$ cat config.mk
export PLATFORM = sky130hd
export DESIGN_NAME = stereo_serial_rx
export DESIGN_NICKNAME = d
export VERILOG_FILES = /design/src/rtl/ssrx_pkg.sv /design/src/rtl/ssrx_sync.sv /design/src/rtl/ssrx_edge.sv /design/src/rtl/ssrx_shift.sv /design/src/rtl/ssrx_pair.sv /design/src/rtl/stereo_serial_rx.sv
export SDC_FILE = /design/constraint.sdc
export NUM_CORES = 1
export LEC_CHECK = 0
export BUFFER_PORTS_ARGS = -buffer_cell sky130_fd_sc_hd__buf_2
export CAP_MARGIN = 20
export CORE_MARGIN = 3
export CORE_UTILIZATION = 51
export DETAILED_ROUTE_END_ITERATION = 12
export PLACE_DENSITY = 0.75
export RECOVER_POWER = 50
export SLEW_MARGIN = 30
export SYNTH_ARGS = -nofsm -noshare
export SYNTH_HDL_FRONTEND = slang
export SYNTH_SLANG_ARGS = --single-unit
$ cat constraint.sdc
create_clock -name clk -period 1.3 [get_ports clk]
set_input_delay 0 -clock clk [delete_from_list [all_inputs] [get_ports clk]]
set_output_delay 0 -clock clk [all_outputs]
set_load 0.02 [all_outputs]
$ cat src/rtl/ssrx_pkg.sv
package ssrx_pkg;

  // Channel that a finished word belongs to, decided by the word-select level
  typedef enum logic {
    CH_LEFT  = 1'b0,
    CH_RIGHT = 1'b1
  } chan_e;

endpackage

$ cat src/rtl/ssrx_sync.sv
module ssrx_sync #(
  parameter int WIDTH  = 3,
  parameter int STAGES = 2
) (
  input  logic             clk,
  input  logic             rst,
  input  logic [WIDTH-1:0] d_in,
  output logic [WIDTH-1:0] d_out
);

  logic [STAGES-1:0][WIDTH-1:0] stage_q;

  always_ff @(posedge clk) begin
    if (rst) begin
      stage_q <= '0;
    end else begin
      stage_q[0] <= d_in;
      for (int i = 1; i < STAGES; i++) begin
        stage_q[i] <= stage_q[i-1];
      end
    end
  end

  assign d_out = stage_q[STAGES-1];

endmodule

$ cat src/rtl/ssrx_edge.sv
module ssrx_edge (
  input  logic clk,
  input  logic rst,
  input  logic level_in,
  output logic rise
);

  logic prev_q;

  always_ff @(posedge clk) begin
    if (rst) prev_q <= 1'b0;
    else     prev_q <= level_in;
  end

  assign rise = level_in & ~prev_q;

endmodule

$ cat src/rtl/ssrx_shift.sv
module ssrx_shift #(
  parameter  int WORD_W = 16,
  localparam int CNT_W  = $clog2(WORD_W + 1)
) (
  input  logic              clk,
  input  logic              rst,
  input  logic              bit_en,
  input  logic              bit_val,
  input  logic              restart,
  output logic [WORD_W-1:0] word_o,
  output logic [CNT_W-1:0]  fill_cnt
);

  localparam logic [WORD_W-1:0] TOP_BIT = {1'b1, {(WORD_W-1){1'b0}}};
  localparam logic [CNT_W-1:0]  FULL    = CNT_W'(WORD_W);

  logic [WORD_W-1:0] shreg_q;
  logic [WORD_W-1:0] slot_mask;
  logic [CNT_W-1:0]  cnt_q;

  // Mask is empty once the word is full, so excess bits fall away
  assign slot_mask = TOP_BIT >> cnt_q;
  assign word_o    = bit_val ? (shreg_q | slot_mask) : shreg_q;
  assign fill_cnt  = cnt_q;

  always_ff @(posedge clk) begin
    if (rst) begin
      shreg_q <= '0;
      cnt_q   <= '0;
    end else if (bit_en) begin
      if (restart) begin
        shreg_q <= '0;
        cnt_q   <= '0;
      end else begin
        shreg_q <= word_o;
        if (cnt_q != FULL) cnt_q <= cnt_q + 1'b1;
      end
    end
  end

endmodule

$ cat src/rtl/ssrx_pair.sv
module ssrx_pair
  import ssrx_pkg::*;
#(
  parameter int WORD_W = 16
) (
  input  logic              clk,
  input  logic              rst,
  input  logic              word_done,
  input  chan_e             word_chan,
  input  logic [WORD_W-1:0] word_in,
  output logic [WORD_W-1:0] left_out,
  output logic [WORD_W-1:0] right_out,
  output logic              pair_valid
);

  logic [WORD_W-1:0] left_hold_q;
  logic              have_left_q;

  always_ff @(posedge clk) begin
    if (rst) begin
      left_hold_q <= '0;
      have_left_q <= 1'b0;
      left_out    <= '0;
      right_out   <= '0;
      pair_valid  <= 1'b0;
    end else begin
      pair_valid <= 1'b0;
      if (word_done) begin
        if (word_chan == CH_LEFT) begin
          left_hold_q <= word_in;
          have_left_q <= 1'b1;
        end else if (have_left_q) begin
          left_out    <= left_hold_q;
          right_out   <= word_in;
          pair_valid  <= 1'b1;
          have_left_q <= 1'b0;
        end
      end
    end
  end

endmodule

$ cat src/rtl/stereo_serial_rx.sv
module stereo_serial_rx
  import ssrx_pkg::*;
#(
  parameter int SAMPLE_W    = 16,
  parameter int SYNC_STAGES = 2
) (
  input  logic                clk,
  input  logic                rst,
  input  logic                bclk_in,
  input  logic                lrsel_in,
  input  logic                sdata_in,
  output logic [SAMPLE_W-1:0] left_out,
  output logic [SAMPLE_W-1:0] right_out,
  output logic                pair_valid
);

  localparam int CNT_W = $clog2(SAMPLE_W + 1);

  logic [2:0]          raw_in, sync_out;
  logic                bclk_s, ws_s, sd_s;
  logic                bit_rise;
  logic                ws_known_q, ws_last_q, in_word_q;
  logic                ws_edge, word_done;
  logic [SAMPLE_W-1:0] word_val;
  logic [CNT_W-1:0]    fill_cnt;

  assign raw_in = {bclk_in, lrsel_in, sdata_in};
  assign {bclk_s, ws_s, sd_s} = sync_out;

  ssrx_sync #(.WIDTH(3), .STAGES(SYNC_STAGES)) u_sync (
    .clk(clk), .rst(rst), .d_in(raw_in), .d_out(sync_out)
  );

  ssrx_edge u_edge (
    .clk(clk), .rst(rst), .level_in(bclk_s), .rise(bit_rise)
  );

  // Word-select tracking: the first edge after reset only learns the level
  assign ws_edge   = bit_rise & ws_known_q & (ws_s != ws_last_q);
  assign word_done = ws_edge & in_word_q;

  always_ff @(posedge clk) begin
    if (rst) begin
      ws_known_q <= 1'b0;
      ws_last_q  <= 1'b0;
      in_word_q  <= 1'b0;
    end else if (bit_rise) begin
      ws_known_q <= 1'b1;
      ws_last_q  <= ws_s;
      if (ws_edge) in_word_q <= 1'b1;
    end
  end

  ssrx_shift #(.WORD_W(SAMPLE_W)) u_shift (
    .clk(clk), .rst(rst), .bit_en(bit_rise), .bit_val(sd_s),
    .restart(ws_edge), .word_o(word_val), .fill_cnt(fill_cnt)
  );

  ssrx_pair #(.WORD_W(SAMPLE_W)) u_pair (
    .clk(clk), .rst(rst), .word_done(word_done),
    .word_chan(chan_e'(ws_last_q)), .word_in(word_val),
    .left_out(left_out), .right_out(right_out), .pair_valid(pair_valid)
  );

endmodule

# After elaboration in Yosys (flattened, before gate mapping)

Index checks and enable logic that the tools add are counted.

Input port bits: 5
Flip-flop bits (word level): 81
Word-level logic and storage cells: 37
Output and inout port bits: 33

Equal/unequal tests: 2
Add/subtract/negate cells: 1
Shifts and indexed selects: 1
Multiplexer cells: 6
Reductions and logical operators: 6
Bitwise operators: 8

Operators by type and width:

| operator                                                             | number |
|---|---|
| 16-bit two-way mux                                                   | 2 |
| 16-bit OR                                                            | 1 |
| 16-bit by 5-bit right shift with 16-bit output, first input constant | 1 |
| 5-bit two-way mux                                                    | 2 |
| 2-bit AND reduction                                                  | 3 |
| 5-bit by 1-bit adder with 5-bit output, second input constant        | 1 |
| 5-bit inequality test, second input constant                         | 1 |
| 1-bit AND                                                            | 4 |
| 1-bit NOT                                                            | 3 |
| 3-bit AND reduction                                                  | 1 |
| 3-bit OR reduction                                                   | 1 |
| 1-bit two-way mux                                                    | 2 |
| 2-bit nonzero test                                                   | 1 |
| 1-bit inequality test                                                | 1 |

# Depth between registers and ports, before layout

Gate-level depths: netlist of the first run.

Depth in word-level cells: 7
Gate-level depth with buffers: 6
Depth with buffers taken out: 5

# Cells and area by module

From an unflattened synthesis of the first run, not the netlist that was laid out.

Cells, all modules: 361
Area total of the unflattened synthesis: 3191.8 µm²

Modules (own cells, without submodules):

| module           | seq. area each (µm²) | area each (µm²) | times used | cells an instance |
|---|---|---|---|---|
| ssrx_pair        | 1001.0               | 1813.0          | 1          | 218 |
| ssrx_shift       | 420.4                | 1032.2          | 1          | 112 |
| ssrx_sync        | 120.1                | 180.2           | 1          | 15 |
| stereo_serial_rx | 60.1                 | 118.9           | 1          | 13 |
| ssrx_edge        | 20.0                 | 47.5            | 1          | 3 |

# Worst setup path after synthesis of the first run

No wires, ideal clock.

Path kind: reg-to-reg
Start: reg u_shift.cnt_q[2] (netlist: u_shift.fill_cnt[2])
End: reg u_shift.cnt_q[2] (netlist: u_shift.fill_cnt[2])
Setup slack: -55 ps
Setup time: 70 ps
Clock period less this slack: 1355 ps
Path buffers: 1
Stages on the path, launching flop included: 6
Required time: 1230 ps
Arrival: 1285 ps
Cell sequence: dfxtp_1 > buf_2 > inv_1 > ha_1 > or3_1 > a21oi_1

Cells in the longest elaborated chain, start to end: 3
Elaborated cells between the ends (all ways): 6
Classes of those cells: add/sub (1); eq/ne (1); mux (2); reduce/logical (2)

RTL lines:

| what                                                                            | line             | text |
|---|---|---|
| from (decl)                                                                     | ssrx_shift.sv:19 | `logic [CNT_W-1:0] cnt_q;` |
| from (signal assigned)                                                          | ssrx_shift.sv:36 | `if (cnt_q != FULL) cnt_q <= cnt_q + 1'b1;` |
| 5-bit by 1-bit adder with 5-bit output or 5-bit inequality test (tied branches) | ssrx_shift.sv:36 |  |
| 5-bit two-way mux or 2-bit nonzero test (tied branches)                         | n/a              |  |
| 5-bit two-way mux or 2-bit AND reduction (tied branches)                        | n/a              |  |

Several ways; a longest one is shown, not always the timed one. The select of a mux whose other input is x is not followed.
A chain may end at the register's enable or synchronous reset.

# Worst setup path after layout of the first run

Start: reg u_edge.prev_q
End: reg u_pair.right_out[12]

Cells in the longest elaborated chain, start to end: 6

RTL lines:

| what                          | line                   | text |
|---|---|---|
| from (decl)                   | ssrx_edge.sv:8         | `logic prev_q;` |
| from (signal assigned)        | ssrx_edge.sv:12        | `else prev_q <= level_in;` |
| 1-bit NOT                     | ssrx_edge.sv:15        | `assign rise = level_in & ~prev_q;` |
| 1-bit AND                     | ssrx_edge.sv:15        |  |
| 1-bit AND (2 in a row)        | stereo_serial_rx.sv:39 | `assign ws_edge = bit_rise & ws_known_q & (ws_s != ws_last_q);` |
| 1-bit AND                     | stereo_serial_rx.sv:40 | `assign word_done = ws_edge & in_word_q;` |
| 3-bit AND reduction (no line) | n/a                    |  |
| to (signal assigned)          | ssrx_pair.sv:34        | `right_out <= word_in;` |
| to (decl)                     | ssrx_pair.sv:12        | `output logic [WORD_W-1:0] right_out,` |

No other way between the ends.

==> results.json, run 1 <==
{
  "required_ns": 1.58,
  "yosysWarnings": 0,
  "fin_worst_skew_ns": 0.0139,
  "crit_fanout": 6,
  "via_per_inst": 6.30,
  "clockBufferDepth": 2,
  "io_pins": 38,
  "grt_overflow": 0,
  "leakagePower_uw": 0.00163,
  "postSynthAreaPerCell_sq_um": 9.32,
  "hold_class": "reg2reg",
  "tightestPinTransition_ns": 0.459,
  "hold_viol": 0,
  "maxCapViolations": 0,
  "grt_max_degree": 54,
  "wl_mm": 10.5,
  "criticalPathCategory": "reg2reg",
  "drtIter0Drc": 289,
  "die_w_um": 85.2,
  "period_needed_ns": 1.43,
  "h-tree-depth": 3,
  "syn_inst": 343,
  "rows": 28,
  "netlist-cell-type-count": 33,
  "io_buffers": 37,
  "grt_setup_unrepaired": "true",
  "status": "complete, but fails checks",
  "grt_usage_pct": 24.3,
  "cts_buffers": 9,
  "syn_to_final_growth_pct": 48.1,
  "dp_slack_ns": -0.200,
  "fmax_mhz": 700,
  "nFillCells": 318,
  "synth_area_sq_um": 3200,
  "synth.yosys.seq_area_share_pct": 50.7,
  "start_kind": "flip-flop",
  "layout-drive-gt1-share_pct": 45.2,
  "num-nets-final": 432,
  "die_h_um": 85.2,
  "ant_nets": 0,
  "drcViolationCount": 0,
  "clk_pin_slew_ns": 0.08,
  "antenna_found_initial": 0,
  "ys_ff_latch": 81,
  "power_density_nw_per_um2": 1010,
  "dieArea_sq_um": 7260,
  "slew_viol_final": 0,
  "place_congestion": 0.838,
  "final_common_cell": "dfxtp_1",
  "relSlewSlack_pct": 69.4,
  "cts_sinks": 81,
  "end_kind": "flip-flop",
  "setup_viol": 55,
  "coreArea_sq_um": 5990,
  "insertion_delay_ns": 0.37,
  "dpl.hpwl_mm": 4.86,
  "root_buffer": "clkbuf_8",
  "grt_pass1_wl_mm": 13.9,
  "vdd_ir_drop_max_mv": 0.954,
  "fin_area_sq_um": 4740,
  "antenna_cells": 0,
  "syn_nets": 354,
  "start_util_pct": 53.4,
  "holdWs_ns": 0.441,
  "fin_ws_ns": -0.129,
  "drtPass1Iterations": 7,
  "post-route-util_pct": 79.1,
  "wl_per_cell_um": 20.9,
  "violations": "setup timing",
  "grt_pass1_vias": 2842,
  "place_area_sq_um": 3680,
  "cp.arrival_ns": 1.71,
  "finalCritPeriodShare_pct": 110,
  "p_total_uw": 4790,
  "final_cell_mix": "72 x dfxtp_1, 34 x a21oi_1, 32 x buf_4, 28 x a211oi_2, 27 x a21oi_2",
  "vias": 3149,
  "cts_tree": "yes"
}
registers in the layout (all words and copies together) (netlist names):
register	flops
u_pair.left_hold_q	16
u_pair.left_out	16
u_pair.right_out	16
u_shift.shreg_q	16
u_shift.fill_cnt	5
u_sync.d_out	3
u_sync.stage_q	3
in_word_q	1
u_edge.prev_q	1
u_pair.have_left_q	1
u_pair.pair_valid	1
ws_known_q	1
ws_last_q	1
critical path, cell delays in order, from the launching register on:
cell and delay, ns:
dfxtp_2 0.34, and4b_4 0.42, buf_4 0.16, clkbuf_16 0.14, a21oi_1 0.07, a211oi_2 0.21
cells by family (layout without fill, tap and decap cells):
| group | count (synthesis) | count (layout) | share of synthesized area [%] |
|---|---|---|---|
| AOI/OAI and AO/OA | 138 | 138 | 26.7 |
| DFF | 81 | 81 | 50.7 |
| and+or+nand+nor | 80 | 81 | 13.9 |
| buffers and inverters | 37 | 118 | 6.02 |
| adders and majority gates | 6 | 6 | 2.35 |
| xor gates and xnor gates | 1 | 1 | 0.274 |
path summary, 6_finish.rpt:
| path | startpoint | to | slack, ns | depth (start not counted) |
|---|---|---|---|---|
| hold reg to reg | u_sync.stage_q[2] | u_sync.d_out[2] | 0.44 | 1 |
| setup / recovery | u_edge.prev_q | u_pair.right_out[12] | -0.13 | 5 |
| hold / removal | u_sync.stage_q[2] | u_sync.d_out[2] | 0.44 | 1 |
| setup reg to reg | u_edge.prev_q | u_pair.right_out[12] | -0.13 | 5 |
per-stage QoR:
step / setup TNS, ns / cells
CTS: -0.624 / 492
floorplan: -0.0792 / 343
global placement: -2.40 / 461
finish: -2.91 / 500
detailed placement: -4.08 / 461
global route: -5.13 / 500
layer usage:
layer	vias up	global-route usage, %	wire length [um]
met1	1533	30.2	4170
met2	162	40.1	5280
li1	1408	-	-
met3	46	6.31	647
met5	-	0	0
met4	0	9.64	366
Yosys cell counts:
library cell | n | area [sq um]
dfxtp_1 | 81 | 1620
a21oi_1 | 62 | 310
a211oi_1 | 22 | 165
a31oi_1 | 21 | 131
nor2_1 | 21 | 78.8
o21ai_0 | 21 | 105
nand3_1 | 18 | 90.1
buf_2 | 15 | 75.1
nor2b_1 | 14 | 87.6
a211oi_2 | 10 | 125
clkbuf_1 | 10 | 37.5
ha_1 | 6 | 75.1
nor3_1 | 5 | 25.0
inv_1 | 4 | 15.0
nand2_1 | 4 | 15.0
or3_1 | 4 | 25.0
and3b_1 | 3 | 26.3
buf_4 | 3 | 22.5
buf_6 | 3 | 33.8
nand2b_1 | 2 | 12.5
nand3b_1 | 2 | 15.0
a31o_2 | 1 | 8.76
a41oi_1 | 1 | 8.76
and2_4 | 1 | 8.76
and2b_1 | 1 | 7.51
and3_1 | 1 | 6.26
and4b_1 | 1 | 10.0
and4bb_2 | 1 | 12.5
buf_1 | 1 | 3.75
clkbuf_2 | 1 | 5.00
nand4b_2 | 1 | 15.0
nor4bb_1 | 1 | 10.0
xor2_1 | 1 | 8.76
what timing repair did:
item,4_1_cts,5_1_grt
endpoints found under the setup margin,39,63
gates cloned,3,5
pin swaps,22,36
endpoints found under the hold margin,7,0
gates resized for setup,64,73
hold buffers,7,0
buffers inserted,8,8
area by class of cell:
cell class              instances  area (sq um)  share of cell area, %
clock buffers                   9           124                   2.61
clock inverters                 6          92.6                   1.95
inverters                       4          20.0                  0.423
multi-input cells             226          1910                   40.3
flip-flops and latches         81          1640                   34.6
well taps                      75          93.8                   1.98
repair buffers                 99           861                   18.2
power breakdown:
part           internal, uW  switching (uW)
Combinational          89.1             121
Sequential             2490            14.9
Clock                  1080             989
No activity file was read; power rests on OpenSTA's default activity.
==> inputs of run 2 (changes only) <==
--- a/config.mk
+++ b/config.mk
@@ -15,4 +15,5 @@
 export SLEW_MARGIN = 30
 export SYNTH_ARGS = -nofsm -noshare
 export SYNTH_HDL_FRONTEND = slang
+export SYNTH_HIERARCHICAL = 1
 export SYNTH_SLANG_ARGS = --single-unit
==> run 2 against run 1 <==
Against the previous run: the run still ends with setup timing left; critical path depth is 3 higher; hold slack worse by 0.037 ns; non-clock buffer count is 9 lower; routed wire length is 23% lower; setup slack worse by 0.21 ns; critical path type unchanged; clock skew is 0.0020 ns lower; largest cell class unchanged.
==> results.json, run 2 <==
{
  "status": "complete, but fails checks",
  "violations": "setup timing",
  "dp_slack_ns": -0.318,
  "final_common_cell": "dfxtp_1",
  "cts_tree": "yes",
  "synthArstFlopShare_pct": 0,
  "drtPass1Iterations": 5,
  "syn_to_final_growth_pct": 36.2,
  "criticalPathCategory": "reg2reg",
  "cts_sinks": 81,
  "syn_nets": 372,
  "layout-drive-gt1-share_pct": 40.8,
  "yosysTopAreaCell": "dfxtp_1",
  "holdWs_ns": 0.404,
  "die_w_um": 85.1,
  "synth_edf_count": 0,
  "required_ns": 1.58,
  "hold_class": "in2reg",
  "grt_max_degree": 63,
  "grt_setup_unrepaired": "true",
  "grt_pass1_wl_mm": 12.5,
  "period_needed_ns": 1.64,
  "coreArea_sq_um": 5990,
  "clk_pin_slew_ns": 0.09,
  "synth.yosys.seq_area_share_pct": 50.8,
  "h-tree-depth": 3,
  "slew_viol_final": 0,
  "ys_ff_latch": 81,
  "postSynthAreaPerCell_sq_um": 8.84,
  "io_pins": 38,
  "hold_viol": 0,
  "vdd_ir_drop_max_mv": 1.01,
  "place_area_sq_um": 3620,
  "wl_mm": 8.05,
  "final_cell_mix": "77 x dfxtp_1, 58 x nand2_1, 36 x nand2_2, 28 x buf_2, 28 x buf_4",
  "tightestPinTransition_ns": 0.355,
  "vias": 2772,
  "power_density_nw_per_um2": 1070,
  "die_h_um": 85.1,
  "insertion_delay_ns": 0.35,
  "syn_inst": 361,
  "yosysWarnings": 6,
  "synth_area_sq_um": 3190,
  "synth_largest_type_area_fraction_pct": 50.8,
  "end_kind": "flip-flop",
  "start_kind": "flip-flop",
  "via_per_inst": 5.42,
  "wl_per_cell_um": 15.8,
  "antenna_found_initial": 0,
  "cp.arrival_ns": 1.92,
  "dieArea_sq_um": 7240,
  "relSlewSlack_pct": 76.3,
  "rows": 28,
  "maxCapViolations": 0,
  "synthTopCellsByArea": "dfxtp_1 51%, nand2_1 11%, a21oi_1 5.6%, a21o_1 4.0%, a21oi_2 3.6%",
  "dpl.hpwl_mm": 4.39,
  "num-nets-final": 443,
  "netlist-cell-type-count": 36,
  "cts_buffers": 9,
  "grt_usage_pct": 21.7,
  "drcViolationCount": 0,
  "fmax_mhz": 610,
  "ant_nets": 0,
  "fin_area_sq_um": 4350,
  "clockBufferDepth": 2,
  "post-route-util_pct": 72.6,
  "synth_most_common_cell": "nand2_1",
  "fin_setup_tns_ns": -19.30,
  "ys.flop_type": "dfxtp_1",
  "fin_worst_skew_ns": 0.0119,
  "place_congestion": 0.860,
  "finalCritPeriodShare_pct": 126,
  "leakagePower_uw": 0.00181,
  "crit_fanout": 8,
  "setup_viol": 71,
  "grt_overflow": 0,
  "drtIter0Drc": 176,
  "fin_ws_ns": -0.341,
  "ys_top_cells_by_count": "93 x nand2_1, 81 x dfxtp_1, 36 x a21oi_1, 24 x nor2_1",
  "io_buffers": 37,
  "grt_pass1_vias": 2720,
  "start_util_pct": 53.3,
  "antenna_cells": 0,
  "root_buffer": "clkbuf_8"
}
run 2: cell types whose count changed after synthesis, moves of 10 or more:
cell,before,now
a21oi_2,0,13
a211oi_1,22,0
a21oi_1,62,36
nand2_1,4,93
a21o_1,0,17
buf_2,15,5
a211oi_2,10,0
o21ai_0,21,0
nand3_1,18,1
run 2: area by class of cell:
type / count / area [sq um]
Inverter: 3 / 11.3
Timing Repair Buffer: 90 / 773
Multi-Input combinational cell: 247 / 1630
Sequential cell: 81 / 1630
Tap cell: 75 / 93.8
Clock inverter: 5 / 81.3
Fill cell: 430 / 1640
Clock buffer: 10 / 128
run 2: cell families (layout without fill, tap and decap cells):
kind of cell | Yosys count | after routing | synth area share (%)
and+or+nand+nor | 151 | 151 | 22.3
AOI/OAI and AO/OA | 86 | 86 | 17.4
DFF | 81 | 81 | 50.8
buffers and inverters | 33 | 108 | 6.08
adders and majority gates | 6 | 6 | 2.35
xor gates and xnor gates | 3 | 3 | 0.823
muxes | 1 | 1 | 0.314
run 2: worst paths after layout:
check                      endpoint  slack [ns]              start  cells past startpoint
max          u_pair/left_hold_q[11]       -0.34    u_sync/d_out[2]                      8
min               u_sync/stage_q[0]        0.40           sdata_in                      3
max reg2reg  u_pair/left_hold_q[11]       -0.34    u_sync/d_out[2]                      8
min reg2reg         u_sync/d_out[1]        0.44  u_sync/stage_q[1]                      1
run 2: layer usage:
metal,vias up,part of all wire [%],global-route usage [%]
li1,1348,-,-
met1,1312,41,25.5
met2,97,51,37.6
met3,15,5.7,6.21
met4,0,2.2,7.77
met5,-,0,0
run 2: stage by stage:
step | total power (uW) | cells
finish | 4650 | 511
global route | 4800 | 511
CTS | 4650 | 505
detailed placement | 2710 | 474
global placement | 2700 | 474
floorplan | 2660 | 361
run 2: power by group:
part	switching, uW	total (uW)	internal, uW
combinational	106	200	93.5
clock	873	1940	1070
sequential	9.56	2500	2490
total	989	4650	3660
run 2: timing repair:
action,CTS,global route
gates resized for setup,36,38
hold buffers,4,0
gates cloned,5,4
hold endpoints to repair,5,0
pin swaps,5,13
setup buffers,7,3
setup endpoints to repair,71,71
run 2: critical path, stage by stage (launching register included):
cell	delay, ns
dfxtp_2	0.33
nor2b_4	0.18
nand2_4	0.08
nor3b_4	0.26
buf_4	0.16
nor2b_4	0.19
buf_8	0.17
nand2_1	0.06
a21oi_1	0.15
